===== config.mk =====
export PLATFORM = sky130hd
export DESIGN_NAME = capcmp_flags
export DESIGN_NICKNAME = d
export VERILOG_FILES = /design/src/rtl/capcmp_pkg.sv /design/src/rtl/capcmp_channel.sv /design/src/rtl/capcmp_bus.sv /design/src/rtl/capcmp_flags.sv
export SDC_FILE = /design/constraint.sdc
export NUM_CORES = 1
export LEC_CHECK = 0
export ABC_AREA = 1
export BUFFER_PORTS_ARGS = -buffer_cell sky130_fd_sc_hd__buf_2
export CAP_MARGIN = 10
export CORE_UTILIZATION = 38
export DETAILED_ROUTE_END_ITERATION = 16
export REMOVE_ABC_BUFFERS = 1
export SKIP_CTS_REPAIR_TIMING = 1
export SYNTH_ARGS = -nofsm -noshare
export SYNTH_HDL_FRONTEND = slang
export SYNTH_HIERARCHICAL = 1
export SYNTH_SLANG_ARGS = --single-unit

===== constraint.sdc =====
create_clock -name clk -period 1.6 [get_ports clk]
set_input_delay 0 -clock clk [delete_from_list [all_inputs] [get_ports clk]]
set_output_delay 0 -clock clk [all_outputs]
set_load 0.02 [all_outputs]

===== src/rtl/capcmp_pkg.sv =====
package capcmp_pkg;
    localparam int NCH         = 3;
    localparam int ADDR_STATUS = 0;
    localparam int ADDR_GR0    = 1;
endpackage


===== src/rtl/capcmp_channel.sv =====
module capcmp_channel #(
    parameter int CNT_W = 16
) (
    input  logic             clk,
    input  logic             rst_n,
    input  logic             mode_cmp,
    input  logic             cap,
    input  logic [CNT_W-1:0] cnt_val,
    input  logic             cnt_chg,
    input  logic             gr_we,
    input  logic [CNT_W-1:0] gr_wdata,
    input  logic             st_rd,
    input  logic             st_wr,
    input  logic             st_wbit,
    output logic             flag,
    output logic [CNT_W-1:0] gr
);
    typedef struct packed {
        logic [CNT_W-1:0] gr;
        logic             flag;
        logic             arm;
    } ch_state_t;

    ch_state_t s_d, s_q;
    logic      cap_ev, cmp_ev, set_ev, wr_zero;

    always_comb begin
        cap_ev  = cap && !mode_cmp;
        cmp_ev  = mode_cmp && cnt_chg && (cnt_val == s_q.gr);
        set_ev  = cap_ev || cmp_ev;
        wr_zero = st_wr && !st_wbit;
        s_d     = s_q;
        if (cap_ev) begin
            s_d.gr = cnt_val;
        end else if (gr_we) begin
            s_d.gr = gr_wdata;
        end
        if (set_ev) begin
            s_d.flag = 1'b1;
        end else if (wr_zero && s_q.arm) begin
            s_d.flag = 1'b0;
        end
        if (st_rd && s_q.flag) begin
            s_d.arm = 1'b1;
        end else if (wr_zero) begin
            s_d.arm = 1'b0;
        end
    end

    always_ff @(posedge clk) begin
        if (!rst_n) begin
            s_q <= '0;
        end else begin
            s_q <= s_d;
        end
    end

    assign flag = s_q.flag;
    assign gr   = s_q.gr;
endmodule


===== src/rtl/capcmp_bus.sv =====
module capcmp_bus
    import capcmp_pkg::*;
#(
    parameter int CNT_W  = 16,
    parameter int ADDR_W = 2
) (
    input  logic                 clk,
    input  logic                 rst_n,
    input  logic [ADDR_W-1:0]    bus_addr,
    input  logic                 bus_rd,
    input  logic                 bus_wr,
    input  logic [NCH-1:0]       flags,
    input  logic [NCH*CNT_W-1:0] gr_all,
    output logic                 st_rd,
    output logic                 st_wr,
    output logic [NCH-1:0]       gr_we,
    output logic [CNT_W-1:0]     bus_rdata
);
    typedef struct packed {
        logic [CNT_W-1:0] rdata;
    } bus_state_t;

    bus_state_t s_d, s_q;
    logic       sel_st;

    always_comb begin
        sel_st = (bus_addr == ADDR_W'(ADDR_STATUS));
        st_rd  = bus_rd && sel_st;
        st_wr  = bus_wr && sel_st;
        for (int i = 0; i < NCH; i++) begin
            gr_we[i] = bus_wr && (bus_addr == ADDR_W'(ADDR_GR0 + i));
        end
        s_d = s_q;
        if (bus_rd) begin
            s_d.rdata = '0;
            if (sel_st) begin
                s_d.rdata[NCH-1:0] = flags;
            end
            for (int i = 0; i < NCH; i++) begin
                if (bus_addr == ADDR_W'(ADDR_GR0 + i)) begin
                    s_d.rdata = gr_all[i*CNT_W +: CNT_W];
                end
            end
        end
    end

    always_ff @(posedge clk) begin
        if (!rst_n) begin
            s_q <= '0;
        end else begin
            s_q <= s_d;
        end
    end

    assign bus_rdata = s_q.rdata;
endmodule


===== src/rtl/capcmp_flags.sv =====
module capcmp_flags
    import capcmp_pkg::*;
#(
    parameter int CNT_W  = 16,
    parameter int ADDR_W = 2
) (
    input  logic              clk,
    input  logic              rst_n,
    input  logic [ADDR_W-1:0] bus_addr,
    input  logic              bus_rd,
    input  logic              bus_wr,
    input  logic [CNT_W-1:0]  bus_wdata,
    output logic [CNT_W-1:0]  bus_rdata,
    input  logic [2:0]        cap_strobe,
    input  logic [2:0]        mode_cmp,
    input  logic [CNT_W-1:0]  cnt_val,
    output logic [2:0]        flag_out
);
    typedef struct packed {
        logic [CNT_W-1:0] cnt_prev;
    } top_state_t;

    top_state_t           s_d, s_q;
    logic                 cnt_chg;
    logic                 st_rd, st_wr;
    logic [NCH-1:0]       gr_we;
    logic [NCH-1:0]       flags;
    logic [NCH*CNT_W-1:0] gr_all;

    always_comb begin
        s_d          = s_q;
        s_d.cnt_prev = cnt_val;
        cnt_chg      = (cnt_val != s_q.cnt_prev);
    end

    always_ff @(posedge clk) begin
        if (!rst_n) begin
            s_q <= '0;
        end else begin
            s_q <= s_d;
        end
    end

    capcmp_bus #(.CNT_W(CNT_W), .ADDR_W(ADDR_W)) u_bus (
        .clk       (clk),
        .rst_n     (rst_n),
        .bus_addr  (bus_addr),
        .bus_rd    (bus_rd),
        .bus_wr    (bus_wr),
        .flags     (flags),
        .gr_all    (gr_all),
        .st_rd     (st_rd),
        .st_wr     (st_wr),
        .gr_we     (gr_we),
        .bus_rdata (bus_rdata)
    );

    for (genvar i = 0; i < NCH; i++) begin : g_ch
        capcmp_channel #(.CNT_W(CNT_W)) u_ch (
            .clk      (clk),
            .rst_n    (rst_n),
            .mode_cmp (mode_cmp[i]),
            .cap      (cap_strobe[i]),
            .cnt_val  (cnt_val),
            .cnt_chg  (cnt_chg),
            .gr_we    (gr_we[i]),
            .gr_wdata (bus_wdata),
            .st_rd    (st_rd),
            .st_wr    (st_wr),
            .st_wbit  (bus_wdata[i]),
            .flag     (flags[i]),
            .gr       (gr_all[i*CNT_W +: CNT_W])
        );
    end

    assign flag_out = flags;
endmodule


[Word-level counts from Yosys, hierarchy flattened]
Index checks and enable logic that the tools add are counted.
Storage, ports and cells
  flip-flop bits (word level): 86
  bits in latches: 0
  bits in writable memories: 0
  memory bits (read-only): 0
  input bits: 44
  output and inout port bits: 19
  word-level logic and storage cells: 82
  memories kept: 0
Cells by class
  add/subtract/negate cells: 0
  multipliers: 0
  div/mod/pow operators: 0
  $lt $le $gt $ge: 0
  equality and inequality tests: 7
  shifts and indexed selects: 0
  multiplexer cells: 22
  bitwise logic cells: 0
  reduce and logical (&&, ||, !) cells: 42
Operator list (number)
  16-bit two-way mux: 9
  16-bit equality test: 3
  1-bit logical AND: 23
  2-bit nonzero test: 9
  16-bit inequality test: 1
  1-bit two-way mux: 12
  1-bit zero test: 6
  2-bit equality test, second input constant: 2
  1-bit logical OR: 3
  3-bit two-way mux: 1
  2-bit by 1-bit equality test with 1-bit output, second input constant: 1
  2-bit zero test: 1

[Logic depth before layout (Yosys ltp)]
  depth after elaboration: 6
  gate-level depth with buffers: 13
  depth with buffers taken out: 13

[By module]
Netlist, hierarchy kept.
Modules (own cells, without submodules)
  capcmp_channel: times used 3, cells an instance 190, area each 1252.5 µm², sequential area each 360.3 µm²
  capcmp_bus: times used 1, cells an instance 161, area each 957.2 µm², sequential area each 320.3 µm²
  capcmp_flags: times used 1, cells an instance 139, area each 787.0 µm², sequential area each 320.3 µm²

[Worst setup path before layout]
No wires, ideal clock.
  kind: register to register
  start: reg s_q[9] (netlist name)
  end: reg g_ch[0].u_ch.s_q, in the netlist g_ch[0].u_ch/flag
  library setup time: 0.070 ns
  data arrival time: 1.121 ns
  required time: 1.530 ns
  slack: 0.409 ns
  stages on the path, launching flop included: 14
  path buffers: 0
  clock period less this slack: 1.191 ns
  cell sequence: dfxtp_1 > nand2_1 > inv_1 > nor2_1 > nor2_1 > nand2_1 > nor2_1 > nand2_1 > nand2_1 > a21oi_1 > nand3_1 > nor2_1 > nand3_1 > a21oi_1
RTL lines
  end signal, assigned: line capcmp_channel.sv:52  | s_q <= '0;
  end signal, assigned: line capcmp_channel.sv:54  | s_q <= s_d;
  end, declared: line capcmp_channel.sv:24  | ch_state_t s_d, s_q;

[Worst setup path in the final report]
  start: in cnt_val[10]
  end: reg g_ch[1].u_ch.s_q, in the netlist g_ch[1].u_ch/flag
Between the ends
  cells in the longest elaborated chain, start to end: 5
  elaborated cells between the ends (all ways): 7
  classes of those cells: 2 x eq/ne; 1 x mux; 4 x reduce/logical
Ends and longest elaborated chain
  start, declared: line capcmp_flags.sv:16  | input logic [CNT_W-1:0] cnt_val,
  16-bit inequality test *: line capcmp_flags.sv:33  | cnt_chg = (cnt_val != s_q.cnt_prev);
  named net cnt_chg: line capcmp_flags.sv:24  | logic cnt_chg;
  1-bit logical AND * (2 in series): line capcmp_channel.sv:29  | cmp_ev = mode_cmp && cnt_chg && (cnt_val == s_q.gr);
  1-bit logical OR *: line capcmp_channel.sv:30  | set_ev = cap_ev || cmp_ev;
  1-bit two-way mux / 2-bit nonzero test (equally long branches)
  end signal, assigned: line capcmp_channel.sv:52
  end signal, assigned: line capcmp_channel.sv:54
  end, declared: line capcmp_channel.sv:24
The timed path passes the listed nets; every way through them passes the cells marked *.
A chain may end at the register's enable or synchronous reset.

==> key figures <==
Status
  • Status: finished with violations
  • Failing checks: hold timing

Synthesis
  • Sequential share of the synthesized area: 31.3%
  • Post-Syn Instances: 870
  • Syn Area/Cell: 6.32 um^2
  • Post-synth cell types: 27
  • Synth Warn #: 6
  • FF+latch count, synth: 86
  • Synth Cell Area: 5500 um^2

Worst setup path
  • FF-to-FF Start: s_q[0]
  • Crit path kind: primary input to flop
  • CP Capture Type: flop
  • CP arrival: 1740 ps
  • Worst setup startpoint: cnt_val[10]
  • R2R depth: 13
  • Required @ worst endpoint: 1870 ps
  • Crit path launch type: primary input
  • Worst setup path end: g_ch[1].u_ch/flag
  • Reg-to-Reg End: g_ch[1].u_ch/flag
  • CP Max Fanout: 9
  • R2R Setup Slk: 180 ps

Timing
  • Slew at the pin closest to its max-slew limit: 661 ps
  • Final setup margin: 130 ps
  • WHS: -7.00 ps
  • Final setup vio count: 0
  • Skew final: 3.23 ps
  • Fin. max-slew vios: 0
  • Final Cycle Share: 91.9%
  • Slew margin rel.: 55.9%
  • Fin. Hold Viols: 2
  • Fmax: 680 MHz
  • Final min period: 1470 ps

Global routing
  • Initial antenna violation count: 1
  • GRT Residual Overflow: 0
  • Overall global routing resource usage: 21.5%
  • First-pass GRT wire length: 24.1 mm
  • Vias in the first global route: 4,541
  • Pin count of the biggest net entering global routing: 33

Clocking
  • Worst-case clock buffer depth: 2
  • Clock Sinks: 86
  • Num CTS Buffers: 9
  • Clk_lat worst skew: 340 ps
  • H-tree depth: 3
  • CTS root buf: clkbuf_16
  • CTS tree: built
  • Clock transition at path regs: 60 ps

Die
  • I/O pins: 63
  • Die X: 122 um
  • Total die area: 15,000 um^2
  • Num rows: 43
  • Chip height: 122 um
  • Core area: 14,000 um^2
  • Initial Util: 39.3%

Cells and area
  • Final Util: 44.0%
  • Share of layout cells above drive strength 1: 16.1%
  • ANT cells: 0
  • Area Overhead vs Synth: 11.9%
  • Fin cells: 1,092
  • Final net count: 951
  • Commonest cells after routing, fill and taps aside: nand2_1, inv_1, dfxtp_1
  • Most common cell after layout, fill and taps aside: nand2_1
  • Fill cells: 1,547

Power and ir drop
  • VDD IR max: 0.565 mV
  • Power share of the clock group: 35.4%
  • Pint: 3.79 mW
  • P_leak: 3.06 nW
  • Switch Pwr: 1.64 mW
  • Total power draw: 5.44 mW
  • Sw frac: 30.2%
  • Power Density: 883 nW/um^2
  • Sequential Power Share: 43.9%
  • Combinational share of power: 20.7%

Detailed routing
  • Per-cell routed wire length: 14.4 um
  • Met2 routed WL: 7.30 mm
  • Highest routed layer: met5
  • DR iter-0 viols: 343
  • Met3 routed WL: 820 um
  • Final wirelength: 15.7 mm
  • DRC Markers: 0
  • Mean number of vias per cell: 4.78
  • Via Count: 5,224
  • M1 wire length: 7.43 mm
  • Post-route ant nets: 0
  • Drt first pass iters: 5

Worst hold path
  • Hold path depth: 3
  • Hold Path Class: primary input to flop

Run
  • Max-cap violation count: 0

Placed design
  • Routability Congestion: 0.862
  • Setup WS pre-CTS: 214 ps
  • DP Cell Count: 1,055
  • HPWL Detailed: 11.2 mm
  • PortBufs: 62
## logic make-up after synthesis
| kind of cell | count (synthesis) | share of synthesized area (%) |
|---|---|---|
| AO/OA/AOI/OAI | 196 | 22.5 |
| XOR/XNOR | 3 | 0.478 |
| buffers and inverters | 250 | 21.4 |
| flip-flops | 86 | 31.3 |
| AND/OR/NAND/NOR | 335 | 24.3 |
## cell usage after synthesis
| cell type | number | share of area (%) |
|---|---|---|
| a21oi_1 | 51 | 4.6 |
| xnor2_1 | 3 | 0.48 |
| inv_2 | 5 | 0.34 |
| nor2_4 | 4 | 0.82 |
| nand4_1 | 3 | 0.34 |
| nor3_1 | 2 | 0.18 |
| nand3_1 | 21 | 1.9 |
| nand2_2 | 1 | 0.11 |
| buf_2 | 16 | 1.5 |
| a31oi_1 | 9 | 1.0 |
| clkbuf_2 | 1 | 0.091 |
| buf_1 | 1 | 0.068 |
| buf_6 | 3 | 0.61 |
| nand2_1 | 230 | 16 |
| a211oi_2 | 12 | 2.7 |
| dfxtp_1 | 86 | 31 |
| a211oi_1 | 27 | 3.7 |
| buf_4 | 52 | 7.1 |
| o21ai_1 | 9 | 0.82 |
| clkbuf_1 | 2 | 0.14 |
| o21ai_2 | 12 | 1.9 |
| nor2_2 | 1 | 0.11 |
| or2_2 | 3 | 0.34 |
| o21ai_0 | 64 | 5.8 |
| nor2_1 | 70 | 4.8 |
| inv_1 | 170 | 12 |
| a21oi_2 | 12 | 1.9 |
## final cells by class
| type | count | area [um^2] | area share (%) |
|---|---|---|---|
| multi-input combinational | 534 | 2620 | 42.6 |
| sequential | 86 | 1720 | 28.0 |
| timing repair buffer | 101 | 668 | 10.9 |
| inverter | 175 | 657 | 10.7 |
| clock buffer | 15 | 258 | 4.19 |
| tap | 180 | 225 | 3.66 |
| clock inverter | 1 | 5.00 | 0.0813 |
## worst max-delay path: stages
cell and delay [ps]:
dlygate4sd3_1 530, buf_2 170, inv_1 60, nand2_1 40, nand2_1 100, nor2_1 60
nand2_1 50, nor2_1 40, nand2_1 90, nand2_1 70, a21oi_1 110, nand3_1 100
nor2_1 100, nand3_1 80, a21oi_2 130
## stage by stage
step                      cell area, um^2  TNS (ps)
final                                6160         0
after floorplan                      4980    -33600
after global routing                 6160     -5.13
after global placement               5680         0
after detailed placement             5680         0
after CTS                            5940         0
## flip-flops by register name, indices dropped and copies added (netlist names)
name	flops
u_bus/bus_rdata	16
g_ch.u_ch/s_q	3
g_ch.u_ch/gr	48
s_q	16
g_ch.u_ch/flag	3
## power by group through the flow
stage | Sequential [mW] | Combinational (mW) | Clock [mW]
6_report | 2.39 | 1.12 | 1.92
5_1_grt | 2.41 | 1.26 | 2.08
4_1_cts | 2.39 | 1.08 | 1.98
3_5_place_dp | 2.43 | 1.07 | 0
3_3_place_gp | 2.43 | 1.07 | 0
2_1_floorplan | 2.45 | 0.633 | 0
## how the worst min path moves through the flow
stage / start / endpoint / slack, ps
final: bus_wdata[9] / g_ch[2].u_ch/gr[9] / -7
after global routing: bus_wdata[9] / g_ch[2].u_ch/gr[9] / 2
after CTS: bus_wdata[12] / g_ch[0].u_ch/gr[12] / -80
after detailed placement: bus_wdata[12] / g_ch[0].u_ch/gr[12] / 270
after global placement: bus_wdata[11] / g_ch[0].u_ch/gr[11] / 270
after floorplan: cnt_val[0] / s_q[0] / 90
## routing by layer
metal	vias to the layer above	GRT usage [%]
met5	-	0
met1	2338	27.9
met2	133	35.9
met3	18	4.83
li1	2733	-
met4	2	5.18
Power figures use the tool's default switching activity.
